File: config.mk
export PLATFORM = sky130hd
export DESIGN_NAME = l2p_xlate
export DESIGN_NICKNAME = d
export VERILOG_FILES = /design/src/rtl/l2p_pkg.sv /design/src/rtl/l2p_map_tbl.sv /design/src/rtl/l2p_lowfree.sv /design/src/rtl/l2p_blk_state.sv /design/src/rtl/l2p_xlate.sv
export SDC_FILE = /design/constraint.sdc
export NUM_CORES = 1
export LEC_CHECK = 0
export BUFFER_PORTS_ARGS = -buffer_cell sky130_fd_sc_hd__buf_2
export CAP_MARGIN = 0
export CORE_MARGIN = 2
export CORE_UTILIZATION = 60
export DETAILED_ROUTE_END_ITERATION = 6
export GPL_TIMING_DRIVEN = 0
export PLACE_DENSITY = 0.77
export SETUP_SLACK_MARGIN = 0.5
export SLEW_MARGIN = 15
export SYNTH_ARGS = -nofsm -noshare
export SYNTH_HDL_FRONTEND = slang
export SYNTH_SLANG_ARGS = --single-unit
File: constraint.sdc
create_clock -name clk -period 34.3 [get_ports clk]
set_clock_uncertainty 0.2 [all_clocks]
set_input_delay 5.145 -clock clk [delete_from_list [all_inputs] [get_ports clk]]
set_output_delay 5.145 -clock clk [all_outputs]
set_load 0.02 [all_outputs]
File: src/rtl/l2p_pkg.sv
package l2p_pkg;

  typedef enum logic [1:0] {
    OP_READ  = 2'd0,
    OP_WRITE = 2'd1,
    OP_ERASE = 2'd2,
    OP_RSVD  = 2'd3
  } l2p_op_e;

  typedef enum logic {
    ST_IDLE = 1'b0,
    ST_EXEC = 1'b1
  } l2p_state_e;

  // Odd blocks live on plane 0, even blocks on plane 1.
  function automatic logic plane_of(input logic blk_lsb);
    return ~blk_lsb;
  endfunction

endpackage

File: src/rtl/l2p_map_tbl.sv
module l2p_map_tbl #(
  parameter int NUM_LSN = 64,
  parameter int BLK_W   = 4,
  parameter int PG_W    = 3,
  localparam int LSN_W  = $clog2(NUM_LSN)
) (
  input  logic             clk,
  input  logic             rst_n,
  input  logic [LSN_W-1:0] rd_lsn,
  output logic             rd_vld,
  output logic [BLK_W-1:0] rd_blk,
  output logic [PG_W-1:0]  rd_pg,
  input  logic             we,
  input  logic [LSN_W-1:0] wr_lsn,
  input  logic [BLK_W-1:0] wr_blk,
  input  logic [PG_W-1:0]  wr_pg
);

  logic             vld_q [NUM_LSN];
  logic [BLK_W-1:0] blk_q [NUM_LSN];
  logic [PG_W-1:0]  pg_q  [NUM_LSN];

  for (genvar s = 0; s < NUM_LSN; s++) begin : g_ent
    logic ent_en;
    assign ent_en = we && (wr_lsn == LSN_W'(s));

    always_ff @(posedge clk or negedge rst_n) begin
      if (!rst_n) begin
        vld_q[s] <= 1'b0;
        blk_q[s] <= '0;
        pg_q[s]  <= '0;
      end else if (ent_en) begin
        vld_q[s] <= 1'b1;
        blk_q[s] <= wr_blk;
        pg_q[s]  <= wr_pg;
      end
    end
  end

  assign rd_vld = vld_q[rd_lsn];
  assign rd_blk = blk_q[rd_lsn];
  assign rd_pg  = pg_q[rd_lsn];

endmodule

File: src/rtl/l2p_lowfree.sv
module l2p_lowfree #(
  parameter int N       = 16,
  localparam int IDX_W  = $clog2(N),
  localparam int CNT_W  = $clog2(N + 1)
) (
  input  logic [N-1:0]     free_map,
  output logic             any,
  output logic [IDX_W-1:0] idx,
  output logic [CNT_W-1:0] cnt
);

  always_comb begin
    idx = '0;
    cnt = '0;
    for (int i = N - 1; i >= 0; i--) begin
      if (free_map[i]) idx = IDX_W'(i);
      cnt = cnt + {{(CNT_W-1){1'b0}}, free_map[i]};
    end
    any = |free_map;
  end

endmodule

File: src/rtl/l2p_blk_state.sv
module l2p_blk_state #(
  parameter int NUM_BLK    = 16,
  parameter int PG_PER_BLK = 8,
  localparam int BLK_W     = $clog2(NUM_BLK),
  localparam int PG_W      = $clog2(PG_PER_BLK),
  localparam int WP_W      = $clog2(PG_PER_BLK + 1),
  localparam int CNT_W     = $clog2(PG_PER_BLK + 1),
  localparam int FREE_W    = $clog2(NUM_BLK + 1)
) (
  input  logic                     clk,
  input  logic                     rst_n,
  input  logic                     wr_en,
  input  logic                     inv_en,
  input  logic [BLK_W-1:0]         inv_blk,
  input  logic                     er_en,
  input  logic [BLK_W-1:0]         er_blk,
  output logic                     er_allowed,
  output logic [BLK_W-1:0]         open_blk,
  output logic [PG_W-1:0]          open_pg,
  output logic                     open_ok,
  output logic [FREE_W-1:0]        free_cnt,
  output logic [NUM_BLK*CNT_W-1:0] vcnt_flat
);

  logic [CNT_W-1:0]   vcnt_q [NUM_BLK];
  logic [CNT_W-1:0]   vcnt_n [NUM_BLK];
  logic [WP_W-1:0]    wp_q   [NUM_BLK];
  logic [WP_W-1:0]    wp_n   [NUM_BLK];
  logic [NUM_BLK-1:0] free_q, free_n;
  logic [BLK_W-1:0]   open_q, open_n;
  logic               ok_q, ok_n;
  logic               upd_en;

  logic               any_free;
  logic [BLK_W-1:0]   low_idx;

  l2p_lowfree #(.N(NUM_BLK)) u_low (
    .free_map (free_q),
    .any      (any_free),
    .idx      (low_idx),
    .cnt      (free_cnt)
  );

  always_comb begin
    vcnt_n = vcnt_q;
    wp_n   = wp_q;
    free_n = free_q;
    open_n = open_q;
    ok_n   = ok_q;
    if (wr_en) begin
      vcnt_n[open_q] = vcnt_n[open_q] + CNT_W'(1);
      wp_n[open_q]   = wp_q[open_q] + WP_W'(1);
      if (wp_q[open_q] == WP_W'(PG_PER_BLK - 1)) begin
        if (any_free) begin
          open_n          = low_idx;
          free_n[low_idx] = 1'b0;
        end else begin
          ok_n = 1'b0;
        end
      end
    end
    if (inv_en) begin
      vcnt_n[inv_blk] = vcnt_n[inv_blk] - CNT_W'(1);
    end
    if (er_en) begin
      wp_n[er_blk] = '0;
      if (!ok_q) begin
        open_n = er_blk;
        ok_n   = 1'b1;
      end else if (er_blk != open_q) begin
        free_n[er_blk] = 1'b1;
      end
    end
  end

  assign upd_en = wr_en | er_en;

  for (genvar b = 0; b < NUM_BLK; b++) begin : g_blk
    always_ff @(posedge clk or negedge rst_n) begin
      if (!rst_n) begin
        vcnt_q[b] <= '0;
        wp_q[b]   <= '0;
      end else if (upd_en) begin
        vcnt_q[b] <= vcnt_n[b];
        wp_q[b]   <= wp_n[b];
      end
    end
    assign vcnt_flat[b*CNT_W +: CNT_W] = vcnt_q[b];
  end

  always_ff @(posedge clk or negedge rst_n) begin
    if (!rst_n) begin
      free_q <= {{(NUM_BLK-1){1'b1}}, 1'b0};
      open_q <= '0;
      ok_q   <= 1'b1;
    end else if (upd_en) begin
      free_q <= free_n;
      open_q <= open_n;
      ok_q   <= ok_n;
    end
  end

  assign er_allowed = (vcnt_q[er_blk] == '0);
  assign open_blk   = open_q;
  assign open_pg    = wp_q[open_q][PG_W-1:0];
  assign open_ok    = ok_q;

endmodule

File: src/rtl/l2p_xlate.sv
module l2p_xlate #(
  parameter int NUM_BLK    = 16,
  parameter int PG_PER_BLK = 8,
  parameter int NUM_LSN    = 64,
  localparam int BLK_W     = $clog2(NUM_BLK),
  localparam int PG_W      = $clog2(PG_PER_BLK),
  localparam int LSN_W     = $clog2(NUM_LSN),
  localparam int CNT_W     = $clog2(PG_PER_BLK + 1),
  localparam int FREE_W    = $clog2(NUM_BLK + 1)
) (
  input  logic                     clk,
  input  logic                     rst_n,
  input  logic                     req_valid,
  output logic                     req_ready,
  input  logic [1:0]               req_op,
  input  logic [LSN_W-1:0]         req_lsn,
  input  logic [BLK_W-1:0]         req_blk,
  output logic                     wr_avail,
  output logic                     rsp_valid,
  output logic                     rsp_err,
  output logic                     rsp_hit,
  output logic [BLK_W-1:0]         rsp_blk,
  output logic [PG_W-1:0]          rsp_page,
  output logic                     rsp_plane,
  output logic [FREE_W-1:0]        free_blocks,
  output logic [NUM_BLK*CNT_W-1:0] blk_vcnt
);
  import l2p_pkg::*;

  // Reset: asserted asynchronously, released after two clock edges.
  logic [1:0] rst_sync_q;
  logic       rst_i_n;

  always_ff @(posedge clk or negedge rst_n) begin
    if (!rst_n) rst_sync_q <= 2'b00;
    else        rst_sync_q <= {rst_sync_q[0], 1'b1};
  end
  assign rst_i_n = rst_sync_q[1];

  l2p_state_e       state_q, state_n;
  l2p_op_e          op_q;
  logic [LSN_W-1:0] lsn_q;
  logic [BLK_W-1:0] eblk_q;
  logic             accept, exec;

  logic             ent_vld;
  logic [BLK_W-1:0] ent_blk;
  logic [PG_W-1:0]  ent_pg;

  logic             er_allowed, open_ok;
  logic [BLK_W-1:0] open_blk;
  logic [PG_W-1:0]  open_pg;

  logic             map_we, wr_en, inv_en, er_en;
  logic             nx_err, nx_hit;
  logic [BLK_W-1:0] nx_blk;
  logic [PG_W-1:0]  nx_pg;

  logic             rsp_vld_q, rsp_err_q, rsp_hit_q, rsp_plane_q;
  logic [BLK_W-1:0] rsp_blk_q;
  logic [PG_W-1:0]  rsp_pg_q;

  assign accept = req_valid && (state_q == ST_IDLE);
  assign exec   = (state_q == ST_EXEC);

  // Next state
  always_comb begin
    state_n = state_q;
    case (state_q)
      ST_IDLE: if (accept) state_n = ST_EXEC;
      default: state_n = ST_IDLE;
    endcase
  end

  always_ff @(posedge clk or negedge rst_i_n) begin
    if (!rst_i_n) state_q <= ST_IDLE;
    else          state_q <= state_n;
  end

  always_ff @(posedge clk or negedge rst_i_n) begin
    if (!rst_i_n) begin
      op_q   <= OP_READ;
      lsn_q  <= '0;
      eblk_q <= '0;
    end else if (accept) begin
      op_q   <= l2p_op_e'(req_op);
      lsn_q  <= req_lsn;
      eblk_q <= req_blk;
    end
  end

  l2p_map_tbl #(
    .NUM_LSN (NUM_LSN),
    .BLK_W   (BLK_W),
    .PG_W    (PG_W)
  ) u_map (
    .clk    (clk),
    .rst_n  (rst_i_n),
    .rd_lsn (lsn_q),
    .rd_vld (ent_vld),
    .rd_blk (ent_blk),
    .rd_pg  (ent_pg),
    .we     (map_we),
    .wr_lsn (lsn_q),
    .wr_blk (open_blk),
    .wr_pg  (open_pg)
  );

  l2p_blk_state #(
    .NUM_BLK    (NUM_BLK),
    .PG_PER_BLK (PG_PER_BLK)
  ) u_blk (
    .clk        (clk),
    .rst_n      (rst_i_n),
    .wr_en      (wr_en),
    .inv_en     (inv_en),
    .inv_blk    (ent_blk),
    .er_en      (er_en),
    .er_blk     (eblk_q),
    .er_allowed (er_allowed),
    .open_blk   (open_blk),
    .open_pg    (open_pg),
    .open_ok    (open_ok),
    .free_cnt   (free_blocks),
    .vcnt_flat  (blk_vcnt)
  );

  // Execute-cycle decode: commit strobes and response values
  always_comb begin
    map_we = 1'b0;
    wr_en  = 1'b0;
    inv_en = 1'b0;
    er_en  = 1'b0;
    nx_err = 1'b0;
    nx_hit = 1'b0;
    nx_blk = '0;
    nx_pg  = '0;
    case (op_q)
      OP_READ: begin
        if (ent_vld) begin
          nx_hit = 1'b1;
          nx_blk = ent_blk;
          nx_pg  = ent_pg;
        end
      end
      OP_WRITE: begin
        if (open_ok) begin
          map_we = exec;
          wr_en  = exec;
          inv_en = exec && ent_vld;
          nx_hit = 1'b1;
          nx_blk = open_blk;
          nx_pg  = open_pg;
        end else begin
          nx_err = 1'b1;
        end
      end
      OP_ERASE: begin
        if (er_allowed) er_en  = exec;
        else            nx_err = 1'b1;
      end
      default: nx_err = 1'b1;
    endcase
  end

  always_ff @(posedge clk or negedge rst_i_n) begin
    if (!rst_i_n) rsp_vld_q <= 1'b0;
    else          rsp_vld_q <= exec;
  end

  always_ff @(posedge clk or negedge rst_i_n) begin
    if (!rst_i_n) begin
      rsp_err_q   <= 1'b0;
      rsp_hit_q   <= 1'b0;
      rsp_blk_q   <= '0;
      rsp_pg_q    <= '0;
      rsp_plane_q <= 1'b0;
    end else if (exec) begin
      rsp_err_q   <= nx_err;
      rsp_hit_q   <= nx_hit;
      rsp_blk_q   <= nx_blk;
      rsp_pg_q    <= nx_pg;
      rsp_plane_q <= nx_hit && plane_of(nx_blk[0]);
    end
  end

  assign req_ready = (state_q == ST_IDLE);
  assign wr_avail  = open_ok;
  assign rsp_valid = rsp_vld_q;
  assign rsp_err   = rsp_err_q;
  assign rsp_hit   = rsp_hit_q;
  assign rsp_blk   = rsp_blk_q;
  assign rsp_page  = rsp_pg_q;
  assign rsp_plane = rsp_plane_q;

endmodule

==> key figures, run 1 <==
Status
  – Status: complete, no violations

Critical path
  – CP max FO: 5
  – Slowest CP cell: dfstp_2
  – CP Class: flop to primary output
  – Critical Path Sink Type: primary output
  – Cell with the most instances on the worst path: fa_1
  – CP top delay family: adder cells
  – Crit-path max cell delay: 0.57 ns
  – CP cell instances: inv_1, fa_1, fa_1, fa_1, fa_1, inv_1, ha_1, inv_1, fa_1, nor2b_1, o21a_1, buf_2
  – Critical Path RT: about 29 ns
  – Worst Path Buf+Inv: 4
  – Arrival time at the worst endpoint: ~4.4 ns
  – Critical path launch point type: flop

Logic synthesis
  – Post-Synth XOR/XNOR Area: 0.004002
  – Yosys warnings: 0
  – Post-synthesis cell type count: 66
  – Synth area leaders: dfrtp_1, mux4_2, mux2_2, mux2i_1, nand2_1
  – Post-synthesis cell area: 33,140 µm²
  – Main combinational cell family by area after synthesis: multiplexers
  – Synth top area share: 0.5067
  – EDFF count, synth: 0
  – Post-Synthesis Cells: 2,602
  – Post-synthesis sequential area ratio: 0.5193
  – Syn Nets: 2,636
  – Primary FF master, synth: dfrtp_1
  – Synth Area in Adders: 0.009439
  – FF+latch count, synth: about 700
  – Post-synthesis area per instance: 12.74 µm²
  – Synth async-reset ratio: 1.000
  – Simple-Gate Fraction of Synth Area: 0.08502
  – Synth area leader: dfrtp_1
  – Mux contribution to synthesized area: 0.2875
  – Compound-Gate Fraction of Synth Area: 0.06414

Layout
  – Fraction of layout cells with a size suffix above 1: 0.3109
  – Diodes inserted: 0
  – # fillers: 3,845
  – Most common cell after layout, fill and taps aside: dfrtp_1
  – Most frequent cells in the layout: dfrtp_1, mux2_2, nand2_1, mux4_2, o21ai_0
  – Area Overhead vs Synth: 13.07%
  – Layout Cells excl Fill: about 3,600
  – Storage cell area: about 17,000 µm²
  – Nets: approximately 2,800
  – Multi-input logic area: 14,980 µm²

Detailed routing
  – DRC: 0
  – WL per Instance: around 30 µm
  – Post-route ant nets: 0
  – Drt total wl: 107,100 µm
  – Initial DRC count: 2,632
  – Via count: around 24,000
  – Avg Vias per Cell: 6.752
  – Initial DRT Pass Iterations: 7

Clock tree
  – CTS tree: yes
  – CTS buffer count: between 70 and 80
  – Clock sink count: 687
  – Post-CTS setup buffers: 0
  – Post-CTS resize count: 0
  – Hold-fix buffers, CTS: 0
  – Htree depth: 3
  – CTS root buf: clkbuf_16
  – Skew-Pair Late Insertion Delay: 0.63 ns
  – CTS clk-pin slew, worst paths: 0.06 ns
  – CTS Buffer Depth: 3

Die
  – I/O pins: a little under 100
  – Starting density of the core: 0.6039
  – Core area: 54,880 µm²
  – Chip height: 239.0 µm
  – Die area: between 50,000 and 60,000 µm²
  – Row cnt: 86
  – Die Width: 239.0 µm

Global route
  – GR Util All Layers: 0.3860
  – Gr ovfl total: 0
  – First-pass GRT wire length: 159,600 µm
  – Pin count of the biggest net entering global routing: 62
  – Vias in the first global route: 24,264
  – Initial antenna violation count: 0

Pwr
  – Leakage: between 15 and 20 nW
  – Power per cell area: 54.96 nW/µm²
  – Total power: roughly 2.1 mW
  – Peak VDD IR: 41.12 µV

Timing
  – Max Clk Rate: 102.7 MHz
  – Slew @ Worst Pin: approximately 1.3 ns
  – Period utilization: 0.2840
  – Tmin final: 9.740 ns
  – Setup TNS Final: 0 ns
  – Final Max Slew Viols: 0
  – Final hold violation count: 0
  – Final setup vio count: 0
  – RSZ-0062 raised after global routing: no
  – Max-Slew Margin vs Limit: 0.1272

Placed design
  – Hpwl dp: 78,570 µm
  – GPL Wtd Cong: 0.9739
  – Placed cell count: 3,422
  – Port-buffer cells: 96

Hold path
  – Hold Path Class: flop to async pin

Run
  – Max-capacitance violation count: 0
cell families after synthesis:
kind of cell,Yosys count
flip-flops,687
multiplexers,678
AND/OR/NAND/NOR,603
AO/OA/AOI/OAI,354
buffers and inverters,247
adder cells (fa/ha/maj),19
XOR/XNOR,13
other,1
final cells by class:
type                            count  area share
Tap cell                          704     0.02351
Sequential cell                   687      0.4594
Inverter                           40    0.004040
Clock inverter                     28     0.01052
Buffer                            207     0.02297
Clock buffer                      104     0.05696
Multi-Input combinational cell   1668      0.3997
Timing Repair Buffer              116     0.02284
flip-flops by register name, summed over array words and instances (netlist names):
register and cells:
u_map.blk_q 256, u_map.pg_q 192, u_blk.vcnt_flat 64, u_blk.wp_q 64, u_map.vld_q 64, u_blk.free_q 16
lsn_q 6, eblk_q 4, rsp_blk 4, u_blk.open_blk 4, rsp_page 3, op_q 2
rst_sync_q 2, exec 1, rsp_err 1, rsp_hit 1, rsp_plane 1, rsp_valid 1
u_blk.open_ok 1
Yosys cell counts, types with 4 or more instances:
cell type,instances
nand2_1,266
nor3_1,20
inv_1,39
o31ai_1,13
o21ai_0,183
ha_1,9
nor2_1,109
buf_2,24
nand4_1,10
mux2_2,362
a22oi_1,35
o221ai_1,4
mux2i_1,133
nand3_1,38
buf_6,4
o22a_1,7
and2_1,9
or2_2,31
buf_4,5
nor4_1,22
a211oi_1,9
clkbuf_1,150
nor2b_1,20
buf_1,24
dfstp_2,16
mux4_2,183
dfrtp_1,671
a21oi_1,33
a22o_1,12
a31oi_1,4
o22ai_1,28
xnor2_1,10
nand2b_1,51
and3_1,5
fa_1,10
metrics by stage:
step           area [µm²]  utilization  hold WS [ns]  worst slack [ns]
6_report            37470       0.6828       0.06437             24.56
2_1_floorplan       33140            -        0.1312             13.56
3_5_place_dp        34940       0.6368       0.08424             25.20
5_1_grt             37470       0.6828        0.1191             24.38
4_1_cts             37470       0.6828       0.09214             24.54
3_3_place_gp        34500       0.6287        0.1365             7.346
final timing paths:
kind	slack (ns)	end	cells after the start	from
worst max-delay path	24.56	free_blocks[4]	12	u_blk.free_q[5]
worst min-delay path	0.06	u_map.pg_q[180]	0	rst_sync_q[1]
worst max register to register	26.70	u_blk.free_q[2]	19	u_blk.open_blk[1]
worst min register to register	0.06	u_map.pg_q[180]	0	rst_sync_q[1]
max in group asynchronous	29.71	rst_sync_q[1]	1	rst_n
min in group clk	0.15	rst_sync_q[1]	0	rst_sync_q[0]
power by group:
group	internal (mW)	leakage, nW	switching (mW)
combinational	0.118	6.71	0.251
clock	0.484	1.24	0.344
sequential	0.837	9.46	0.0252
layer usage:
metal,vias up,routed length (µm),track usage
li1,9824,-,-
met4,0,6485,0.2066
met2,1405,48800,0.5853
met3,290,10070,0.08764
met1,12477,41740,0.5242
met5,-,0,0
No activity file was read; power rests on OpenSTA's default activity.
==> run 2, diff against run 1 <==
clock period = 9.5 ns   (was 34.3 ns; I/O delays follow)
==> run 2 against run 1 <==
Effect of this change: sequential cell count unchanged; combinational power grew to 3.6 times the previous value; critical path depth grew 7; register-to-register slack got worse by 25 ns; wire length hardly changed; utilization decreased by 0.071 points; non-clock buffer count is the same; sequential share of layout area about the same; critical path type is now flop to flop; critical endpoint is now u_blk.free_q[3]; highest routed layer is now met5.
==> key figures, run 2 (synthesis gave the netlist of run 1 again) <==
Layout
  – Area Overhead vs Synth: 12.95%
  – Final instance area: 37,430 µm² (-0.10%)
  – Nets: 2,828 (+0.035%)
  – Most flops, register: u_map.blk_q
  – Largest register FFs: 256 (unchanged)
  – # fillers: 3,844 (-0.026%)
  – Most frequent cells in the layout: dfrtp_1, mux2_2, nand2_1, mux4_2, o21ai_0
  – Fraction of layout cells with a size suffix above 1: 0.3132 (+0.002346)
  – Most common cell after layout, fill and taps aside: dfrtp_1
  – Finished Core Util: 0.6821 (-0.0007070)
  – Largest regs: u_map.blk_q: 256 flops, u_map.pg_q: 192 flops

Critical path
  – CP top delay family: buffers and inverters
  – Crit-path max cell delay: 0.91 ns (+0.34 ns)
  – Critical path launch point type: flop
  – Critical Path Sink Type: flop
  – CP Class: flop to flop
  – FF-to-FF Start: u_blk.open_blk[1]
  – Worst Path Buf+Inv: 9 (+5)
  – Crit. path cell count: 19 (+7)
  – R2R depth: 19 (unchanged)
  – Slowest CP cell: nor4_2
  – Reg2reg end: u_blk.free_q[3]
  – Critical Path RT: 9.83 ns (-19.12 ns)
  – Worst R2R Setup Slack: 1.84 ns (-24.86 ns)
  – CP max FO: 10 (+5)
  – Arrival time at the worst endpoint: 7.99 ns (+3.59 ns)
  – CP cell instances: buf_2, buf_1, buf_2, buf_2, buf_1, mux4_2, mux2i_1, nand2_1, o21ai_0, clkbuf_1, inv_1, clkbuf_1, clkbuf_1, ha_1, nand2_1, nor4_2, or3b_2, o21ai_0, o21ai_0

Timing
  – Slew @ Worst Pin: 1.428 ns (+0.1237 ns)
  – Period utilization: 0.8067
  – Tmin final: 7.664 ns
  – Final hold violation count: 0 (unchanged)
  – Final setup vio count: 0 (unchanged)
  – Max-Slew Margin vs Limit: 0.04441 (-0.08275)
  – Hold Slack: 0.08319 ns (+0.01881 ns)
  – Max Clk Rate: roughly 130 MHz
  – RSZ-0062 raised after global routing: no
  – Final Max Slew Viols: 0 (unchanged)
  – Setup TNS Final: 0 ns (unchanged)

Clock tree
  – Clock sink count: 687 (unchanged)
  – Skew-Pair Late Insertion Delay: 0.64 ns (about the same)
  – Post-CTS resize count: 0 (unchanged)
  – CTS buffer count: 74 (+1.4%)
  – Post-CTS setup buffers: 0 (unchanged)
  – CTS root buf: clkbuf_16
  – Htree depth: 3 (unchanged)
  – CTS clk-pin slew, worst paths: 0.06 ns (about the same)
  – CTS Buffer Depth: 3 (unchanged)
  – Hold-fix buffers, CTS: 0 (unchanged)
  – CTS tree: yes

Die
  – Die area: 57,130 µm² (unchanged)
  – Core area: 54,880 µm² (unchanged)
  – Starting density of the core: 0.6039 (unchanged)
  – Die Width: 239.0 µm (unchanged)
  – Chip height: 239.0 µm (unchanged)
  – Row cnt: 86 (unchanged)
  – I/O pins: 97 (unchanged)

Placed design
  – GPL Wtd Cong: 1.021 (+4.8%)
  – Port-buffer cells: 96 (unchanged)
  – Dpl cell area: 34,930 µm² (about the same)
  – Hpwl dp: 78,020 µm (-0.71%)

Pwr
  – Peak VDD IR: 160.4 µV (+290%)
  – Power per cell area: 196.9 nW/µm² (+260%)
  – Leakage: 17.41 nW (about the same)

Detailed routing
  – Initial DRC count: 2,779 (+5.6%)
  – Avg Vias per Cell: 6.810 (+0.86%)
  – Initial DRT Pass Iterations: 6 (-1)
  – DRC: 0 (unchanged)
  – Drt total wl: 107,000 µm (about the same)
  – Via count: 24,216 (+0.92%)
  – WL per Instance: 30.10 µm (about the same)
  – Post-route ant nets: 0 (unchanged)

Hold path
  – Hold Path Class: flop to async pin

Global route
  – Vias in the first global route: 24,573 (+1.3%)
  – First-pass GRT wire length: 159,800 µm (about the same)
  – Gr ovfl total: 0 (unchanged)
  – GR Util All Layers: 0.3848 (-0.001133)
  – Pin count of the biggest net entering global routing: 66 (+6.5%)
  – Initial antenna violation count: 2 (+2)

Status
  – Status: complete, no violations

Run
  – Max-capacitance violation count: 0 (unchanged)
-- run 2: cell count changes in the layout (fill, tap and decap cells not counted), moves of 2 or more --
cell	previous run	this run
buf_12	4	1
clkinv_16	3	1
clkbuf_16	74	77
buf_2	126	124
clkbuf_1	163	160
inv_6	3	0
clkinv_2	14	21
clkbuf_2	0	3
buf_16	9	11
bufinv_16	6	3
-- run 2: how the worst max path moves through the flow --
stage / slack, ns / from / end
after floorplan: 2.67 / rst_sync_q[1] / eblk_q[0]
after global placement: 0.57 / rst_sync_q[1] / u_blk.vcnt_flat[52]
after detailed placement: 2.17 / u_blk.open_blk[1] / u_blk.free_q[1]
after CTS: 2.11 / u_blk.open_blk[1] / u_blk.free_q[1]
after global routing: 1.76 / u_blk.open_blk[1] / u_blk.free_q[1]
final: 1.84 / u_blk.open_blk[1] / u_blk.free_q[3]
-- run 2: report_power, final --
| part | total [mW] | internal (mW) | switching (mW) |
|---|---|---|---|
| Clock | 2.93 | 1.70 | 1.23 |
| Sequential | 3.11 | 3.02 | 0.0905 |
| Combinational | 1.32 | 0.426 | 0.899 |
| Total | 7.37 | 5.15 | 2.22 |
-- run 2: metal layers --
layer  routed length, µm  vias up  GRT usage
met5                  28        -          0
met4                6799        4     0.2070
met3               10010      366    0.09226
met2               49060     1392     0.5874
met1               41150    12596     0.5157
li1                    -     9858          -
-- run 2: cell type report --
| type | instances | area, µm² | share of cell area |
|---|---|---|---|
| clock buffers | 104 | 2188 | 0.05846 |
| plain buffers | 207 | 863.3 | 0.02306 |
| repair buffers | 116 | 864.6 | 0.02310 |
| diodes | 1 | 2.502 | 0.00006685 |
| well taps | 704 | 880.8 | 0.02353 |
| clock inverters | 29 | 280.3 | 0.007487 |
| inverters | 40 | 151.4 | 0.004044 |
| flip-flops and latches | 687 | 17220 | 0.4599 |
| multi-input cells | 1668 | 14990 | 0.4004 |
-- run 2: metrics by stage --
step	instances	setup WS (ns)	total power [mW]
floorplan	2602	2.668	3.941
global placement	3402	0.5669	4.409
detailed placement	3421	2.173	4.445
CTS	3554	2.108	7.347
global route	3555	1.758	7.569
finish	3556	1.836	7.371
